==> config.mk <==
export PLATFORM = sky130hd
export DESIGN_NAME = evflag_reg
export DESIGN_NICKNAME = d
export VERILOG_FILES = /design/src/rtl/evflag_pkg.sv /design/src/rtl/evflag_chan.sv /design/src/rtl/evflag_irq.sv /design/src/rtl/evflag_reg.sv
export SDC_FILE = /design/constraint.sdc
export NUM_CORES = 1
export LEC_CHECK = 0
export ABC_AREA = 1
export BUFFER_PORTS_ARGS = -buffer_cell sky130_fd_sc_hd__buf_2
export CORE_AREA = 2 2 49 51
export DETAILED_ROUTE_END_ITERATION = 10
export DIE_AREA = 0 0 51 53
export PLACE_DENSITY = 0.84
export SLEW_MARGIN = 20
export SYNTH_ARGS = -nofsm -noshare
export SYNTH_HDL_FRONTEND = slang
export SYNTH_SLANG_ARGS = --single-unit
==> constraint.sdc <==
create_clock -name clk -period 1.1 [get_ports clk]
set_clock_uncertainty 0.2 [all_clocks]
set_input_delay 0.22 -clock clk [delete_from_list [all_inputs] [get_ports clk]]
set_output_delay 0.22 -clock clk [all_outputs]
set_load 0.01 [all_outputs]
==> src/rtl/evflag_pkg.sv <==
package evflag_pkg;
    typedef struct packed {
        logic flag;
        logic arm;
    } chan_state_t;

    localparam chan_state_t CHAN_RESET = '{flag: 1'b0, arm: 1'b0};
endpackage

==> src/rtl/evflag_chan.sv <==
module evflag_chan
    import evflag_pkg::*;
(
    input  logic clk,
    input  logic rst_n,
    input  logic event_i,
    input  logic rd_i,
    input  logic wr_i,
    input  logic wr_bit_i,
    output logic flag_o
);
    chan_state_t st_d, st_q;
    logic        clr_ok;

    always_comb begin
        st_d   = st_q;
        clr_ok = wr_i & ~wr_bit_i & st_q.arm;
        if (wr_i) begin
            st_d.arm = 1'b0;
        end else if (rd_i && st_q.flag) begin
            st_d.arm = 1'b1;
        end
        if (event_i) begin
            st_d.arm = 1'b0;
        end
        st_d.flag = event_i | (st_q.flag & ~clr_ok);
    end

    always_ff @(posedge clk or negedge rst_n) begin
        if (!rst_n) begin
            st_q <= CHAN_RESET;
        end else begin
            st_q <= st_d;
        end
    end

    assign flag_o = st_q.flag;

    p_reset_clear_r1: assert property (@(posedge clk) !rst_n |=> !flag_o);
    p_event_sets_r2: assert property (@(posedge clk) disable iff (!rst_n)
        event_i |=> flag_o);
    p_unarmed_keeps_r3: assert property (@(posedge clk) disable iff (!rst_n)
        (st_q.flag && !st_q.arm) |=> flag_o);
    p_armed_clear_r4: assert property (@(posedge clk) disable iff (!rst_n)
        (wr_i && !wr_bit_i && st_q.arm && !event_i) |=> !flag_o);
    p_one_keeps_r5: assert property (@(posedge clk) disable iff (!rst_n)
        (wr_i && wr_bit_i && st_q.flag) |=> flag_o);
    p_event_disarms_r6: assert property (@(posedge clk) disable iff (!rst_n)
        event_i |=> !st_q.arm);
    p_set_wins_r8: assert property (@(posedge clk) disable iff (!rst_n)
        (event_i && wr_i && !wr_bit_i && st_q.arm) |=> flag_o);
    p_write_disarms_r10: assert property (@(posedge clk) disable iff (!rst_n)
        wr_i |=> !st_q.arm);
endmodule

==> src/rtl/evflag_irq.sv <==
module evflag_irq #(
    parameter int NUM_CH = 8
) (
    input  logic              clk,
    input  logic              rst_n,
    input  logic [NUM_CH-1:0] flags_i,
    input  logic [NUM_CH-1:0] en_i,
    output logic              irq_o
);
    logic [NUM_CH-1:0] pend;

    assign pend  = flags_i & en_i;
    assign irq_o = |pend;

    p_irq_masked_r9: assert property (@(posedge clk) disable iff (!rst_n)
        (en_i == '0) |-> !irq_o);
    p_irq_idle_r9: assert property (@(posedge clk) disable iff (!rst_n)
        (flags_i == '0) |-> !irq_o);
endmodule

==> src/rtl/evflag_reg.sv <==
module evflag_reg #(
    parameter int NUM_CH = 8
) (
    input  logic              clk,
    input  logic              rst_n,
    input  logic [NUM_CH-1:0] chan_event_i,
    input  logic [NUM_CH-1:0] irq_en_i,
    input  logic              rd_stb_i,
    input  logic              wr_stb_i,
    input  logic [NUM_CH-1:0] wr_data_i,
    output logic [NUM_CH-1:0] rd_data_o,
    output logic [NUM_CH-1:0] flags_o,
    output logic              irq_o
);
    localparam int LAST_CH = NUM_CH - 1;

    logic [NUM_CH-1:0] flag_w;

    for (genvar n = 0; n <= LAST_CH; n++) begin : g_chan
        evflag_chan u_chan (
            .clk      (clk),
            .rst_n    (rst_n),
            .event_i  (chan_event_i[n]),
            .rd_i     (rd_stb_i),
            .wr_i     (wr_stb_i),
            .wr_bit_i (wr_data_i[n]),
            .flag_o   (flag_w[n])
        );
    end

    assign flags_o   = flag_w;
    assign rd_data_o = flag_w;

    evflag_irq #(.NUM_CH(NUM_CH)) u_irq (
        .clk     (clk),
        .rst_n   (rst_n),
        .flags_i (flag_w),
        .en_i    (irq_en_i),
        .irq_o   (irq_o)
    );

    p_unread_sticky_r3: assert property (@(posedge clk) disable iff (!rst_n)
        (!$past(rd_stb_i) && !rd_stb_i && wr_stb_i && $past(wr_stb_i))
        |=> ((rd_data_o & $past(rd_data_o)) == $past(rd_data_o)));
endmodule

==> results.ini, run 1 <==
[pwr]
power_frac_seq_pct = 50.7
p_sw_share_pct = 27.6
ir_worst_vdd_mv = 0.439
p_total_mw = 1.23
internal_power_mw = 0.893
leakage_nw = 0.855
power_density_nw_per_um2 = 827
clkPwrFrac_pct = 24.9
switchingPower_mw = 0.340
pwr-share-comb_pct = 24.4

[synth]
synthesis.area_um2 = 921
yosysMostFrequentCell = nand2_1
synthMuxAreaShare_pct = 0
netlist_top_cells_count = nand2_1 (37), inv_1 (24), buf_4 (16), dfrtp_1 (16)
synth_top_family_by_area = buffers and inverters
synth-seq-cells = 16
synthTopCellsByArea = dfrtp_1 (43%), nand2_1 (15%), buf_4 (13%)
synthCells = 122
synth-simple-area-share_pct = 24.9
synth_largest_area_cell = dfrtp_1
yosysTopAreaCellShare_pct = 43.5
synth-edff-count = 0
synth-seq-area-share_pct = 43.5
synth_flop_cell = dfrtp_1
avgSynthCellArea_um2 = 7.55
syn_nets = 150
synth_compound_area_share_pct = 5.43
yosys.area_share.adder_pct = 0
synth_xor_area_share_pct = 0
ys_types = 12
yosysWarnings = 0
async_reset_ff_share_pct = 100

[routing]
wl_per_cell_um = 15.2
vias = 997
drc = 0
drtAntennaViolNets = 0
first_pass_iters = 5
vias_per_cell = 4.84
first_iter_violations = 27
wl_um = 3120

[status]
violations = hold timing, setup timing
status = complete, but fails checks

[place]
placedCellCount = 185
placed_area_um2 = 1110
gp_congestion = 0.743
dp_hpwl_um = 1610
port_buffers = 44

[floorplanning]
die_area_um2 = 2700
num_rows = 17
core_area_um2 = 2150
io_pins = 45
start_util_pct = 42.9
die_w_um = 51
fp.dieH_um = 53

[clock_tree]
clk_latency_ns = 0.28
path_clk_slew_ns = 0.09
clk_path_buf_depth = 2
htreeDepth = 1
cts_tree = done
clockRootBuffer = clkbuf_4
clock_sinks = 16
cts_buffers = 3

[hold_path]
hp-start = wr_data_i[0]
hold_path_end = g_chan[0].u_chan.flag_o
hold_depth = 3
hold_class = input port to flip-flop

[critical_path]
crit_path_max_incr_delay_ns = 0.41
cp.required_ns = 0.68
rr_startpoint = g_chan[7].u_chan.flag_o
r2r-end = g_chan[7].u_chan.st_q[0]
path_cells = nand2_1 -> nand2_1 -> nor2_1 -> nand2_1 -> buf_2
path_max_fanout = 2
worstPathArrival_ns = 1.16
path_class = flip-flop to primary output
critPathSlowestCell = dfrtp_1
worst_path_most_repeated_cell = nand2_1
r2r_slack_ns = -0.31
end_kind = primary output
r2r_cells = 7
start_kind = flip-flop

[sta]
setup_viol = 25
finalCritPeriodShare_pct = 144
finalHoldViolCount = 1
rsz0062_at_grt = true
fmax_ghz = 0.631
slew_headroom_pct = 76.4
holdWs_ns = -0.0325
worstMarginPinSlew_ns = 0.353
worst_slack_ns = -0.485
maxSlewViolCount = 0
min_period_ns = 1.58
finalSetupTns_ns = -5.86

[grt]
grt_pass1_wl_um = 3860
grt_usage_pct = 19.6
grtUsageMet3_pct = 4.52
gr-max-usage-layer = met2
use_met1_pct = 19.3
overflow = 0
grt_pass1_vias = 943
grt_start_max_net_pins = 17
antenna_found_initial = 0
grt_util_met2_pct = 38.5

[final_layout]
multi_input_area_um2 = 327
antenna_cells = 0
syn2layout_area_growth_pct = 62.0
seq_area_um2 = 400
final_cells = 206
final_nets = 208
postLayoutCellArea_um2 = 1490
drive_gt1_share_pct = 49.4
fill_cells = 128

[run]
drv_cap = 0

how the worst max path moves through the flow:
stage                            start    end  slack, ns
2_1_floorplan  g_chan[2].u_chan.flag_o  irq_o       0.01
3_3_place_gp   g_chan[3].u_chan.flag_o  irq_o      -0.06
3_5_place_dp   g_chan[3].u_chan.flag_o  irq_o      -0.09
4_1_cts        g_chan[1].u_chan.flag_o  irq_o      -0.40
5_1_grt        g_chan[1].u_chan.flag_o  irq_o      -0.56
6_report       g_chan[4].u_chan.flag_o  irq_o      -0.48
critical path, delay by kind of cell (launching register included):
| kind | cells | cell delay (ns) |
|---|---|---|
| DFF | 1 | 0.41 |
| and+or+nand+nor | 4 | 0.34 |
| buffers and inverters | 1 | 0.13 |
power groups by stage:
stage / registers, mW / clock network, mW / logic, mW
CTS: 0.621 / 0.310 / 0.249
global placement: 0.630 / 0 / 0.189
floorplan: 0.633 / 0 / 0.110
finish: 0.625 / 0.307 / 0.300
global route: 0.627 / 0.341 / 0.325
detailed placement: 0.632 / 0 / 0.197
stage by stage:
stage / hold WS, ns / setup slack [ns] / util [%]
after floorplan: -0.276 / 0.0121 / -
after global placement: -0.0525 / -0.0617 / 51.8
after detailed placement: -0.0550 / -0.0865 / 51.8
after CTS: -0.0336 / -0.399 / 63.7
after global routing: -0.0124 / -0.555 / 69.4
final: -0.0325 / -0.485 / 69.4
state kept, by name (all words and copies together) (netlist names):
| register | count |
|---|---|
| g_chan.u_chan.st_q | 8 |
| g_chan.u_chan.flag_o | 8 |
logic make-up (layout without fill, tap and decap cells):
logic type	Yosys count	in the layout
AO/OA/AOI/OAI	10	10
buffers and inverters	43	99
flip-flops	16	16
AND/OR/NAND/NOR	53	53
cell type report:
class,count,area share (%)
well taps,28,2.35
clock buffers,3,1.51
repair buffers,72,41.4
flip-flops and latches,16,26.8
inverters,24,6.04
multi-input cells,63,21.9
placed cells by master (no fill, tap or decap):
master / count
buf_12: 1
buf_2: 28
buf_4: 4
buf_6: 29
clkbuf_4: 3
dfrtp_1: 16
dlygate4sd3_1: 10
inv_1: 18
inv_2: 6
nand2_1: 29
nand2_2: 7
nand2_4: 1
nand3b_1: 6
nor2_1: 7
nor2_2: 3
o21ai_0: 1
o21ai_1: 3
o21ai_2: 6
metal layers:
metal  vias to the layer above  wire length, µm
met1                       476             1220
met4                         0               95
met2                        60             1560
met3                         8              247
met5                         -                0
li1                        453                -
what timing repair did:
item	4_1_cts	5_1_grt
setup endpoints to repair	18	28
hold endpoints to repair	30	2
hold buffers	9	1
resized for setup	20	34
setup buffers	5	5
gates cloned	0	0
pin swaps	1	6
No activity file was read; power rests on OpenSTA's default activity.
==> inputs of run 2 (changes only) <==
Settings changed: TNS_END_PERCENT from default to 30.
==> run 2 against run 1 <==
  * The flow still finishes with violations (hold timing, setup timing)
  * Global-route usage decreased by 1.0 points
  * Clock power about the same
  * First-iteration DRC count shrank 26%
  * Worst hold slack gained 0.0033 ns
  * Highest routed layer unchanged
==> results.ini, run 2 (same netlist as run 1, synthesis figures left out) <==
[status]
status = complete, but fails checks
violations = hold timing, setup timing

[sta]
fmax_ghz = 0.659  ; +4.5%
finalHoldViolCount = 1  ; unchanged
min_period_ns = 1.52  ; -0.0682 ns
worstMarginPinSlew_ns = 0.361  ; +0.00773 ns
worst_slack_ns = -0.417  ; +0.0682 ns
holdWs_ns = -0.0293  ; +0.00328 ns
maxSlewViolCount = 0  ; unchanged
slew_headroom_pct = 75.9  ; -0.52 points
setup_viol = 26  ; +4.0%
rsz0062_at_grt = true
finalCritPeriodShare_pct = 138  ; -6.2 points

[critical_path]
worstPathArrival_ns = 1.10  ; -0.06 ns
critical_path_buf_inv_count = 1  ; unchanged
path_class = flip-flop to primary output
end_kind = primary output
critPathSlowestCell = dfrtp_1
cp_top_family = flip-flops
cp.required_ns = 0.68  ; about the same
start_kind = flip-flop
crit_path_max_incr_delay_ns = 0.39  ; -0.02 ns
worst_path_most_repeated_cell = nand2_1
path_max_fanout = 2  ; unchanged
path_cells = nand2_1 -> nand2_1 -> nor2_1 -> nand2_1 -> buf_2

[floorplanning]
fp.dieH_um = 53  ; unchanged
die_area_um2 = 2700  ; unchanged
core_area_um2 = 2150  ; unchanged
die_w_um = 51  ; unchanged
io_pins = 45  ; unchanged
start_util_pct = 42.9  ; unchanged
num_rows = 17  ; unchanged

[grt]
overflow = 0  ; unchanged
gr-max-usage-layer = met2
grt_start_max_net_pins = 17  ; unchanged
use_met1_pct = 18.5  ; -0.71 points
grt_usage_pct = 18.6  ; -1.0 points
grtUsageMet3_pct = 3.95  ; -0.56 points
grt_pass1_vias = 914  ; -3.1%
grt_util_met2_pct = 36.6  ; -1.9 points
antenna_found_initial = 0  ; unchanged
grt_pass1_wl_um = 3680  ; -4.5%

[pwr]
power_density_nw_per_um2 = 842  ; +1.9%
internal_power_mw = 0.883  ; -1.1%
switchingPower_mw = 0.318  ; -6.6%
ir_worst_vdd_mv = 0.380  ; -13%
leakage_nw = 0.839  ; -1.8%
pwr-share-comb_pct = 22.7  ; -1.7 points
clkPwrFrac_pct = 25.4  ; +0.5 points
p_sw_share_pct = 26.5  ; -1.1 points
power_frac_seq_pct = 51.9  ; +1.2 points

[routing]
drc = 0  ; unchanged
wl_per_cell_um = 13.3  ; -12%
vias_per_cell = 4.55  ; -5.9%
first_pass_iters = 4  ; -1
first_iter_violations = 20  ; -26%
vias = 929  ; -6.8%
drtAntennaViolNets = 0  ; unchanged
wl_um = 2710  ; -13%

[clock_tree]
clockRootBuffer = clkbuf_4
path_clk_slew_ns = 0.09  ; about the same
htreeDepth = 1  ; unchanged
cts_tree = done
clk_latency_ns = 0.29  ; about the same
clk_path_buf_depth = 2  ; unchanged
cts_buffers = 3  ; unchanged
clock_sinks = 16  ; unchanged

[final_layout]
most-common-layout-cells = nand2_1 (36), buf_2 (28), inv_1 (24)
syn2layout_area_growth_pct = 54.8
fill_cells = 151  ; +18%
seq_area_um2 = 400  ; unchanged
final_util_pct = 66.3  ; -3.1 points
final_nets = 206  ; -0.96%
multi_input_area_um2 = 298  ; -8.8%
final_common_cell = nand2_1
final_cells = 204  ; -0.97%
antenna_cells = 0  ; unchanged
drive_gt1_share_pct = 39.8  ; -9.7 points

[place]
dp_hpwl_um = 1610  ; unchanged
placedCellCount = 185  ; unchanged
port_buffers = 44  ; unchanged
gp_congestion = 0.743  ; unchanged

[hold_path]
hold_class = input port to flip-flop

[run]
drv_cap = 0  ; unchanged

[run 2: tightest hold or removal path, stage by stage]
cell and delay [ns]:
buf_2 0.07, o21ai_0 0.08, nand2_1 0.06
[run 2: what timing repair did]
item / in CTS / in global routing
hold buffers: 9 / 1
hold endpoints to repair: 30 / 2
gates resized for setup: 20 / 10
pin swaps: 1 / 1
setup buffers: 2 / 5
endpoints found under the setup margin: 18 / 27
[run 2: per-stage QoR]
stage | area (µm²) | worst slack (ns) | TNS (ns) | power (mW) | hold slack, ns
6_report | 1430 | -0.417 | -6.40 | 1.20 | -0.0293
3_3_place_gp | 1110 | -0.0617 | -0.0617 | 0.819 | -0.0525
3_5_place_dp | 1110 | -0.0865 | -0.0865 | 0.828 | -0.0550
5_1_grt | 1430 | -0.486 | -7.37 | 1.26 | -0.0175
4_1_cts | 1350 | -0.399 | -4.87 | 1.18 | -0.0336
2_1_floorplan | 921 | 0.0121 | 0 | 0.743 | -0.276
[run 2: cell type report]
class | instances | share of cell area [%]
clock buffers | 3 | 1.58
well taps | 28 | 2.46
inverters | 24 | 6.32
repair buffers | 70 | 40.6
multi-input cells | 63 | 20.9
flip-flops and latches | 16 | 28.1
[run 2: metal layers]
layer,vias up,part of all wire [%]
met5,-,0
met4,0,2.7
met3,8,5.6
met2,40,51
met1,429,40
li1,452,-
[run 2: path summary, 6_finish.rpt]
kind                                     startpoint                  endpoint  slack [ns]  depth (start not counted)
max                         g_chan[2].u_chan.flag_o                     irq_o       -0.42                          5
min                                    wr_data_i[1]   g_chan[1].u_chan.flag_o       -0.03                          3
max reg2reg                 g_chan[7].u_chan.flag_o  g_chan[7].u_chan.st_q[0]       -0.21                          7
min reg2reg                g_chan[2].u_chan.st_q[0]  g_chan[2].u_chan.st_q[0]        0.30                          2
max in group asynchronous                     rst_n   g_chan[3].u_chan.flag_o        0.25                          2
min in group asynchronous                     rst_n   g_chan[2].u_chan.flag_o        0.19                          2
[run 2: power groups by stage]
stage / combinational (mW) / sequential, mW / clock [mW]
4_1_cts: 0.246 / 0.621 / 0.310
2_1_floorplan: 0.110 / 0.633 / 0
3_3_place_gp: 0.189 / 0.630 / 0
6_report: 0.273 / 0.623 / 0.305
3_5_place_dp: 0.197 / 0.632 / 0
5_1_grt: 0.300 / 0.625 / 0.333
==> inputs of run 3 (changes only) <==
Settings changed: MAX_ROUTING_LAYER from default to met4.
==> run 3 against run 2 <==
  * Flip-flop and latch count stayed put
  * Core utilization did not move
  * The run still ends with hold timing, setup timing left
  * Count of clock-buffer cells in the layout unchanged
  * Non-clock buffer count unchanged
  * Critical endpoint unchanged
  * Clock power down 2%
==> results.ini, run 3 (same netlist as run 1, synthesis figures left out) <==
[floorplanning]
start_util_pct = 42.9  ; unchanged
io_pins = 45  ; unchanged
num_rows = 17  ; unchanged
core_area_um2 = 2150  ; unchanged
die_w_um = 51  ; unchanged
die_area_um2 = 2700  ; unchanged
fp.dieH_um = 53  ; unchanged

[routing]
vias_per_cell = 4.59  ; +0.75%
wl_um = 2700  ; -0.18%
drtAntennaViolNets = 0  ; unchanged
first_iter_violations = 20  ; unchanged
drc = 0  ; unchanged
first_pass_iters = 4  ; unchanged
wl_per_cell_um = 13.2  ; -0.18%
vias = 936  ; +0.75%

[sta]
min_period_ns = 1.51  ; -0.00734 ns
fmax_ghz = 0.663  ; +0.49%
maxSlewViolCount = 0  ; unchanged
slew_headroom_pct = 75.7  ; -0.20 points
finalCritPeriodShare_pct = 137  ; -0.67 points
rsz0062_at_grt = true
holdWs_ns = -0.0235  ; +0.00579 ns
setup_viol = 26  ; unchanged
worst_slack_ns = -0.409  ; +0.00733 ns
finalHoldViolCount = 1  ; unchanged
worstMarginPinSlew_ns = 0.364  ; +0.00306 ns
finalSetupTns_ns = -6.31  ; +0.0897 ns

[place]
gp_congestion = 0.752  ; +1.3%
dp_hpwl_um = 1610  ; unchanged
port_buffers = 44  ; unchanged

[critical_path]
r2r_slack_ns = -0.22  ; about the same
r2r-end = g_chan[7].u_chan.st_q[0]
path_class = flip-flop to primary output
r2r_cells = 7  ; unchanged
critical_path_buf_inv_count = 1  ; unchanged
cp_top_family = flip-flops
path_cells = nand2_1 -> nand2_1 -> nor2_1 -> nand2_1 -> buf_2
cp.required_ns = 0.68  ; about the same
critPathSlowestCell = dfrtp_1
crit_path_max_incr_delay_ns = 0.40  ; about the same
path_max_fanout = 2  ; unchanged
end_kind = primary output
worstPathArrival_ns = 1.09  ; about the same
start_kind = flip-flop
worst_path_most_repeated_cell = nand2_1
rr_startpoint = g_chan[7].u_chan.flag_o

[final_layout]
fill_cells = 151  ; unchanged
antenna_cells = 0  ; unchanged
drive_gt1_share_pct = 39.8  ; unchanged
multi_input_area_um2 = 298  ; unchanged
seq_area_um2 = 400  ; unchanged
final_nets = 206  ; unchanged
most-common-layout-cells = nand2_1 (36), buf_2 (28), inv_1 (24)
syn2layout_area_growth_pct = 54.8  ; unchanged
final_common_cell = nand2_1

[grt]
antenna_found_initial = 0  ; unchanged
overflow = 0  ; unchanged
grt_pass1_vias = 913  ; -0.11%
grt_pass1_wl_um = 3680  ; unchanged
grt_usage_pct = 19.1  ; +0.49 points
grt_start_max_net_pins = 17  ; unchanged

[clock_tree]
clk_latency_ns = 0.28  ; about the same
path_clk_slew_ns = 0.09  ; about the same
cts_tree = done
clock_sinks = 16  ; unchanged
clk_path_buf_depth = 2  ; unchanged
htreeDepth = 1  ; unchanged
clockRootBuffer = clkbuf_4
cts_buffers = 3  ; unchanged

[pwr]
power_density_nw_per_um2 = 839  ; -0.39%
ir_worst_vdd_mv = 0.369  ; -2.9%
leakage_nw = 0.839  ; unchanged

[status]
violations = hold timing, setup timing
status = complete, but fails checks

[hold_path]
hp-start = wr_data_i[1]
hold_path_end = g_chan[1].u_chan.flag_o
hold_class = input port to flip-flop
hold_depth = 3  ; unchanged

[run]
drv_cap = 0  ; unchanged

[run 3: cell counts in the layout (fill, tap and decap cells not counted)]
No cell type changed its count.
[run 3: layer usage]
layer / vias up / share of wire, % / global-route usage, %
met5: - / 0 / -
met3: 8 / 5.5 / 3.95
met4: 0 / 2.6 / 8.11
met1: 436 / 39 / 18.5
li1: 452 / - / -
met2: 40 / 52 / 36.6
[run 3: worst max path at each step]
stage | startpoint | end | cells past startpoint
6_report | g_chan[6].u_chan.flag_o | irq_o | 5
3_5_place_dp | g_chan[3].u_chan.flag_o | irq_o | 5
3_3_place_gp | g_chan[3].u_chan.flag_o | irq_o | 5
2_1_floorplan | g_chan[2].u_chan.flag_o | irq_o | 4
5_1_grt | g_chan[2].u_chan.flag_o | irq_o | 5
4_1_cts | g_chan[1].u_chan.flag_o | irq_o | 5
[run 3: metrics by stage]
stage	worst slack [ns]	power (mW)	util, %	instances	instance area (µm²)
floorplan	0.0121	0.743	-	122	921
global placement	-0.0617	0.819	51.8	185	1110
detailed placement	-0.0865	0.828	51.8	185	1110
CTS	-0.399	1.18	62.7	199	1350
global route	-0.486	1.26	66.3	204	1430
finish	-0.409	1.20	66.3	204	1430
[run 3: cell type report]
class	instances	share of cell area (%)
clock buffer	3	1.58
inverter	24	6.32
multi-input combinational	63	20.9
sequential	16	28.1
tap	28	2.46
timing repair buffer	70	40.6
[run 3: worst reg2reg max path: stages, from the launching register on]
cell and delay, ns:
dfrtp_1 0.38, buf_4 0.13, buf_6 0.11, buf_4 0.13, nand2_1 0.06, inv_1 0.04
o21ai_1 0.11, inv_1 0.05
[run 3: where the power goes]
group / switching (mW) / internal (mW) / total [mW]
registers: 0.0137 / 0.609 / 0.623
logic: 0.126 / 0.147 / 0.273
clock network: 0.173 / 0.127 / 0.300
[run 3: timing repair]
action,4_1_cts,5_1_grt
pin swaps,1,1
setup endpoints to repair,18,27
setup buffers,2,5
resized for setup,20,10
hold buffers,9,1
endpoints found under the hold margin,30,2
